`src/rtl/zrl_pkg.sv`:
```
package zrl_pkg;
  localparam int SB_W   = 5;
  localparam int NUM_SB = 1 << (SB_W - 1);
  localparam int WORD_W = SB_W * NUM_SB;
  localparam int DATA_W = WORD_W - 1;
  localparam int IDX_W  = SB_W - 1;
  localparam int LAT    = 2 * NUM_SB;

  typedef logic [SB_W-1:0] sb_t;

  typedef enum logic [1:0] {
    PH_IDLE  = 2'd0,
    PH_PASS1 = 2'd1,
    PH_PASS2 = 2'd2,
    PH_FIN   = 2'd3
  } phase_e;

  function automatic logic sb_is_zero(input sb_t s);
    return s == '0;
  endfunction

  function automatic logic sb_is_ones(input sb_t s);
    return &s;
  endfunction

  function automatic sb_t slot_of(input logic [WORD_W-1:0] w, input int k);
    return w[WORD_W-1-SB_W*k -: SB_W];
  endfunction

  function automatic logic any_ones_slot(input logic [WORD_W-1:0] w);
    logic hit;
    hit = 1'b0;
    for (int k = 0; k < NUM_SB; k++) hit |= sb_is_ones(slot_of(w, k));
    return hit;
  endfunction
endpackage

```
`src/rtl/zrl_seq.sv`:
```
module zrl_seq
  import zrl_pkg::*;
(
  input  logic             clk,
  input  logic             rst_n,
  input  logic             start_i,
  output phase_e           phase_o,
  output logic [IDX_W-1:0] idx_o,
  output logic             accept_o,
  output logic             busy_o,
  output logic             done_o
);
  localparam logic [IDX_W-1:0] LAST = IDX_W'(NUM_SB - 1);

  phase_e           phase_q;
  logic [IDX_W-1:0] idx_q;

  always_ff @(posedge clk or negedge rst_n) begin
    if (!rst_n) begin
      phase_q <= PH_IDLE;
      idx_q   <= '0;
    end else begin
      case (phase_q)
        PH_IDLE: if (start_i) begin
          phase_q <= PH_PASS1;
          idx_q   <= '0;
        end
        PH_PASS1: begin
          idx_q <= idx_q + 1'b1;
          if (idx_q == LAST) phase_q <= PH_PASS2;
        end
        PH_PASS2: begin
          idx_q <= idx_q + 1'b1;
          if (idx_q == LAST) phase_q <= PH_FIN;
        end
        default: phase_q <= PH_IDLE;
      endcase
    end
  end

  assign phase_o  = phase_q;
  assign idx_o    = idx_q;
  assign accept_o = (phase_q == PH_IDLE) && start_i;
  assign busy_o   = (phase_q != PH_IDLE);
  assign done_o   = (phase_q == PH_FIN);
endmodule

```
`src/rtl/zrl_encoder.sv`:
```
module zrl_encoder
  import zrl_pkg::*;
(
  input  logic              clk,
  input  logic              rst_n,
  input  logic              start_i,
  input  logic [DATA_W-1:0] data_i,
  output logic              done_o,
  output logic [WORD_W-1:0] data_o,
  output logic              accept_o,
  output logic              busy_o
);
  phase_e           phase;
  logic [IDX_W-1:0] idx;
  logic [IDX_W-1:0] head_q;
  sb_t              slot_q [NUM_SB];
  logic             ptr_write;
  logic             ones_clear;

  zrl_seq u_seq (
    .clk     (clk),
    .rst_n   (rst_n),
    .start_i (start_i),
    .phase_o (phase),
    .idx_o   (idx),
    .accept_o(accept_o),
    .busy_o  (busy_o),
    .done_o  (done_o)
  );

  // pass 1 links an all-zero slot into the chain; pass 2 clears all-ones slots
  assign ptr_write  = (phase == PH_PASS1) && (idx != '0) && sb_is_zero(slot_q[idx]);
  assign ones_clear = (phase == PH_PASS2) && sb_is_ones(slot_q[idx]);

  always_ff @(posedge clk or negedge rst_n) begin
    if (!rst_n) begin
      for (int k = 0; k < NUM_SB; k++) slot_q[k] <= '0;
      head_q <= '0;
    end else if (accept_o) begin
      slot_q[0] <= {1'b1, data_i[DATA_W-1 -: IDX_W]};
      for (int k = 1; k < NUM_SB; k++) slot_q[k] <= data_i[WORD_W-1-SB_W*k -: SB_W];
      head_q <= '0;
    end else if (ptr_write) begin
      slot_q[idx]    <= slot_q[head_q];
      slot_q[head_q] <= {1'b0, idx};
      head_q         <= idx;
    end else if (ones_clear) begin
      slot_q[idx] <= '0;
    end
  end

  always_comb begin
    data_o = '0;
    for (int k = 0; k < NUM_SB; k++) data_o[WORD_W-1-SB_W*k -: SB_W] = slot_q[k];
  end
endmodule

```
`src/rtl/zrl_decoder.sv`:
```
module zrl_decoder
  import zrl_pkg::*;
(
  input  logic              clk,
  input  logic              rst_n,
  input  logic              start_i,
  input  logic [WORD_W-1:0] data_i,
  output logic              done_o,
  output logic [DATA_W-1:0] data_o,
  output logic              accept_o,
  output logic              busy_o
);
  phase_e           phase;
  logic [IDX_W-1:0] idx;
  sb_t              slot_q [NUM_SB];
  logic             zero_fill;
  logic             follow;
  logic [IDX_W-1:0] target;

  zrl_seq u_seq (
    .clk     (clk),
    .rst_n   (rst_n),
    .start_i (start_i),
    .phase_o (phase),
    .idx_o   (idx),
    .accept_o(accept_o),
    .busy_o  (busy_o),
    .done_o  (done_o)
  );

  // pass 1 restores mapped all-ones slots; pass 2 unwinds the chain from slot 0
  assign zero_fill = (phase == PH_PASS1) && sb_is_zero(slot_q[idx]);
  assign follow    = (phase == PH_PASS2) && !slot_q[0][SB_W-1];
  assign target    = slot_q[0][IDX_W-1:0];

  always_ff @(posedge clk or negedge rst_n) begin
    if (!rst_n) begin
      for (int k = 0; k < NUM_SB; k++) slot_q[k] <= '0;
    end else if (accept_o) begin
      for (int k = 0; k < NUM_SB; k++) slot_q[k] <= slot_of(data_i, k);
    end else if (zero_fill) begin
      slot_q[idx] <= '1;
    end else if (follow) begin
      slot_q[0]      <= slot_q[target];
      slot_q[target] <= '0;
    end
  end

  always_comb begin
    data_o = '0;
    data_o[DATA_W-1 -: IDX_W] = slot_q[0][IDX_W-1:0];
    for (int k = 1; k < NUM_SB; k++) data_o[WORD_W-1-SB_W*k -: SB_W] = slot_q[k];
  end
endmodule

```
`src/rtl/zblk_rll_codec.sv`:
```
module zblk_rll_codec
  import zrl_pkg::*;
(
  input  logic              clk,
  input  logic              rst_n,
  input  logic              enc_start,
  input  logic [DATA_W-1:0] enc_data_in,
  output logic              enc_done,
  output logic [WORD_W-1:0] enc_data_out,
  input  logic              dec_start,
  input  logic [WORD_W-1:0] dec_data_in,
  output logic              dec_done,
  output logic [DATA_W-1:0] dec_data_out
);
  logic enc_accept;
  logic enc_busy;
  logic dec_accept;
  logic dec_busy;

  zrl_encoder u_enc (
    .clk     (clk),
    .rst_n   (rst_n),
    .start_i (enc_start),
    .data_i  (enc_data_in),
    .done_o  (enc_done),
    .data_o  (enc_data_out),
    .accept_o(enc_accept),
    .busy_o  (enc_busy)
  );

  zrl_decoder u_dec (
    .clk     (clk),
    .rst_n   (rst_n),
    .start_i (dec_start),
    .data_i  (dec_data_in),
    .done_o  (dec_done),
    .data_o  (dec_data_out),
    .accept_o(dec_accept),
    .busy_o  (dec_busy)
  );
endmodule

```
`config.mk`:
```
export PLATFORM = sky130hd
export DESIGN_NAME = zblk_rll_codec
export DESIGN_NICKNAME = d
export VERILOG_FILES = /design/src/rtl/zrl_pkg.sv /design/src/rtl/zrl_seq.sv /design/src/rtl/zrl_encoder.sv /design/src/rtl/zrl_decoder.sv /design/src/rtl/zblk_rll_codec.sv
export SDC_FILE = /design/constraint.sdc
export NUM_CORES = 1
export LEC_CHECK = 0
export BUFFER_PORTS_ARGS = -buffer_cell sky130_fd_sc_hd__buf_4
export CORE_MARGIN = 4
export CORE_UTILIZATION = 54
export DETAILED_ROUTE_END_ITERATION = 6
export PLACE_DENSITY = 0.94
export SLEW_MARGIN = 20
export SYNTH_ARGS = -nofsm -noshare
export SYNTH_HDL_FRONTEND = slang
export SYNTH_SLANG_ARGS = --single-unit
```
`constraint.sdc`:
```
create_clock -name clk -period 4.2 [get_ports clk]
set_clock_uncertainty 0.15 [all_clocks]
set_input_delay 0.63 -clock clk [delete_from_list [all_inputs] [get_ports clk]]
set_output_delay 0.63 -clock clk [all_outputs]
set_load 0.03 [all_outputs]
```
==> flow_summary.toml <==
[setup_path]
worstPathArrival_ps = 3980
critPathLaunchType = "flip-flop"
setup.worst_path.class = "flip-flop to flip-flop"
critical_path.reg2reg.startpoint = "u_enc.u_seq.idx_o[0]"
critical_path.max_stage_delay_ps = 710
end_kind = "flip-flop"
regToRegEndpoint = "u_enc.data_o[33]"
critPathMaxFanout = 29
cp_data_required_time_ps = 4420
crit_chain = "buf_12 > mux4_2 > a22o_1 > a221oi_2 > nand4_2 > or3_2 > buf_4 > o21ai_0 > a31o_2"
r2r_cells = 9
cp_top_delay_family = "compound AO/OA/AOI/OAI gates"
worstPathBufferInverterCount = 2
timing.critical_path.slowest_stage_cell = "or3_2"
ff2ff_setup_slack_ps = 440

[global_route]
groute.layer.met2.usage_pct = 59.1
met3_usage_pct = 9.32
globalRouteMet1Util_pct = 45.7
most_heavily_used_metal_layer_in_global_routing = "met2"
grt_first_pass_wirelength_microns = 70300
via_count_of_the_first_global_routing_pass = 12200
grt_overflow = 0
number_of_antenna_violations_at_the_first_check_in_global_routing = 0
grt_start_max_net_pins = 71
grtUsageTotal_pct = 36.8

[die]
fp.dieArea_sq_um = 24600
fp.dieH_microns = 157
fp.dieW_microns = 157
floorplan.core_area_sq_um = 21800
io_pins = 324
floorplan.initialDensity_pct = 54.8
rows = 54

[power_and_ir_drop]
intPower_mw = 6.37
power_density_nw_per_um2 = 850
p_sw_mw = 6.20
swShare_pct = 49.3
pwr-share-seq_pct = 29.5
share_clk_of_total_power_pct = 13.4
combinationalPowerShare_pct = 57.2
leakage_nw = 6.28
vdd.ir_drop.worst_mv = 0.463

[clocking]
cts-resized-gates = 0
tritoncts_clock_tree = "built"
clock_latency_ps = 440
root_buffer = "clkbuf_16"
clock_transition_at_the_register_clock_pins_on_the_worst_setup_and_hold_paths_after_cts_ps = 80
htreeDepth = 4
holdBufCountCts = 0
max-clock-path-buffers = 2
clock_sink_count = 176
cts_made_buffers = 17
postCtsSetupBuffers = 0

[placed_design]
finalWeightedCongestion = 1.01
io_buffers = 323
place.detailed.hpwl_microns = 35100
placed_area_sq_um = 14200

[final_layout]
area.growth.synth_to_final_pct = 23.6
final_cell_area_sq_um = 14800
finalCoreUtilization_pct = 67.8
final_layout_size_suffix_gt1_share_pct = 32.7
diodes = 0
fin_nets = 1664
fillers = 1632

[timing]
fmax_mhz = 266
final_hold_vio_count = 0
final_min_period_over_clock_period_pct = 89.6
setup_viol_count_final = 0
timing.max_slew.rel_slack_pct = 44.1
fin_worst_hold_slack_ps = 9.36
finalSetupTns_ps = 0
final.min_clock_period_ps = 3760
finalMaxSlewViolations = 0
timing_worst_slew_pin_value_ps = 838
rsz_0062_raised_after_global_routing = "no"

[yosys]
post_synth_instance_area_sq_um = 12000
synth_seq_area_share_pct = 36.8
syn_nets = 1447
synth_enable_flop_cells = 0
synthCells = 1268
yosys_warnings = 0
synth-async-reset-ratio_pct = 100
syn-mean-instance-area_sq_um = 9.44
yosys_register_bits = 176
synth_flop_cell = "dfrtp_1"
ys_types = 61

[run]
drv_cap = 0

[routing]
routed-via-count = 12600
remaining_drc_errors = 0
drt_pre_antenna_iters = 6
antenna_violating_nets_post_route = 0
drt_iter0_drc = 1904
vias_per_cell = 7.06
wire_per_inst_microns = 26.4
totalWireLength_microns = 47000

[hold_path]
hp-class = "input port to async pin"

[status]
run_status = "complete, no violations"
-- kinds of logic after synthesis --
family          count (synthesis)  share of synthesized area [%]
fa+ha+maj                      16                           1.67
buf+inv                       184                           8.48
compound gates                337                           21.4
flops                         176                           36.8
mux                            78                           13.6
simple gates                  477                           18.0
-- Yosys cell counts (all sizes together), types with 25 or more instances --
master | instances | area, sq um
a221o | 54 | 541
a22o | 25 | 219
a22oi | 61 | 458
a31oi | 74 | 463
buf | 99 | 696
clkbuf | 71 | 267
dfrtp | 176 | 4400
mux4 | 67 | 1510
nand2 | 211 | 792
nand3 | 27 | 135
nor2 | 113 | 424
o21ai | 31 | 155
-- worst max path at each step --
stage	cells after the start	to	startpoint	slack, ps
after floorplan	9	u_enc.data_o[69]	u_enc.u_seq.idx_o[0]	1150
after global placement	8	u_enc.data_o[69]	u_enc.u_seq.idx_o[0]	610
after detailed placement	8	u_enc.data_o[29]	u_enc.u_seq.idx_o[0]	510
after CTS	9	u_enc.data_o[33]	u_enc.u_seq.idx_o[0]	460
after global routing	9	u_enc.data_o[33]	u_enc.u_seq.idx_o[0]	250
final	9	u_enc.data_o[33]	u_enc.u_seq.idx_o[0]	440
-- worst reg2reg max path: stages (launching register included) --
cell and delay, ps:
dfrtp_2 600, buf_12 260, mux4_2 540, a22o_1 250, a221oi_2 290, nand4_2 190
or3_2 710, buf_4 310, o21ai_0 250, a31o_2 140
-- sequential cells by signal, indices dropped and copies added, names as in the netlist --
| signal | cells |
|---|---|
| u_dec.slot_q | 1 |
| u_enc.head_q | 4 |
| u_enc.data_o | 80 |
| u_dec.u_seq.phase_o | 2 |
| u_enc.u_seq.phase_o | 2 |
| u_enc.u_seq.idx_o | 4 |
| u_dec.data_o | 79 |
| u_dec.u_seq.idx_o | 4 |
-- power by group through the flow --
stage,logic (mW),clock network (mW),registers [mW]
floorplan,4.54,0,3.82
global placement,6.90,0,3.60
detailed placement,7.06,0,3.63
CTS,7.09,1.68,3.62
global route,7.52,1.75,3.75
finish,7.18,1.68,3.70
-- stage by stage --
step | instances | worst slack (ps) | total power, mW
finish | 1777 | 436 | 12.6
global route | 1777 | 250 | 13.0
CTS | 1777 | 464 | 12.4
detailed placement | 1746 | 512 | 10.7
global placement | 1746 | 611 | 10.5
floorplan | 1268 | 1150 | 8.36
-- layout by cell type, fill, tap and decap left out, types with 6 or more instances in the layout --
| cell | count |
|---|---|
| buf_4 | 362 |
| nand2_1 | 210 |
| dfrtp_1 | 175 |
| nor2_1 | 113 |
| a31oi_1 | 74 |
| mux4_2 | 67 |
| a22oi_1 | 61 |
| a221o_1 | 54 |
| o21ai_0 | 30 |
| nand3_1 | 27 |
| a22o_1 | 25 |
| nor3_1 | 22 |
| and3_1 | 22 |
| clkbuf_16 | 17 |
| ha_1 | 16 |
| nor4_1 | 15 |
| a21oi_1 | 15 |
| inv_1 | 13 |
| nor2b_1 | 13 |
| nand2b_1 | 11 |
| a21o_1 | 11 |
| o32a_1 | 11 |
| o22ai_1 | 10 |
| a211oi_1 | 9 |
| and2_1 | 9 |
| nand4_1 | 9 |
| mux2_2 | 8 |
| nor3b_1 | 6 |
| inv_6 | 6 |
-- per-layer routing --
metal,vias up,wire (microns)
met1,5918,15800
met2,1209,22000
met5,-,29
met4,2,3100
met3,242,6070
li1,5181,-
-- final cells by class --
| type | count | area (sq um) | share of cell area (%) |
|---|---|---|---|
| Multi-Input combinational cell | 908 | 6560 | 44.3 |
| Clock inverter | 11 | 141 | 0.956 |
| Tap cell | 280 | 350 | 2.37 |
| Timing Repair Buffer | 368 | 2830 | 19.1 |
| Inverter | 14 | 52.6 | 0.355 |
| Clock buffer | 20 | 457 | 3.09 |
| Sequential cell | 176 | 4410 | 29.8 |
(Power assumes the default switching activity.)
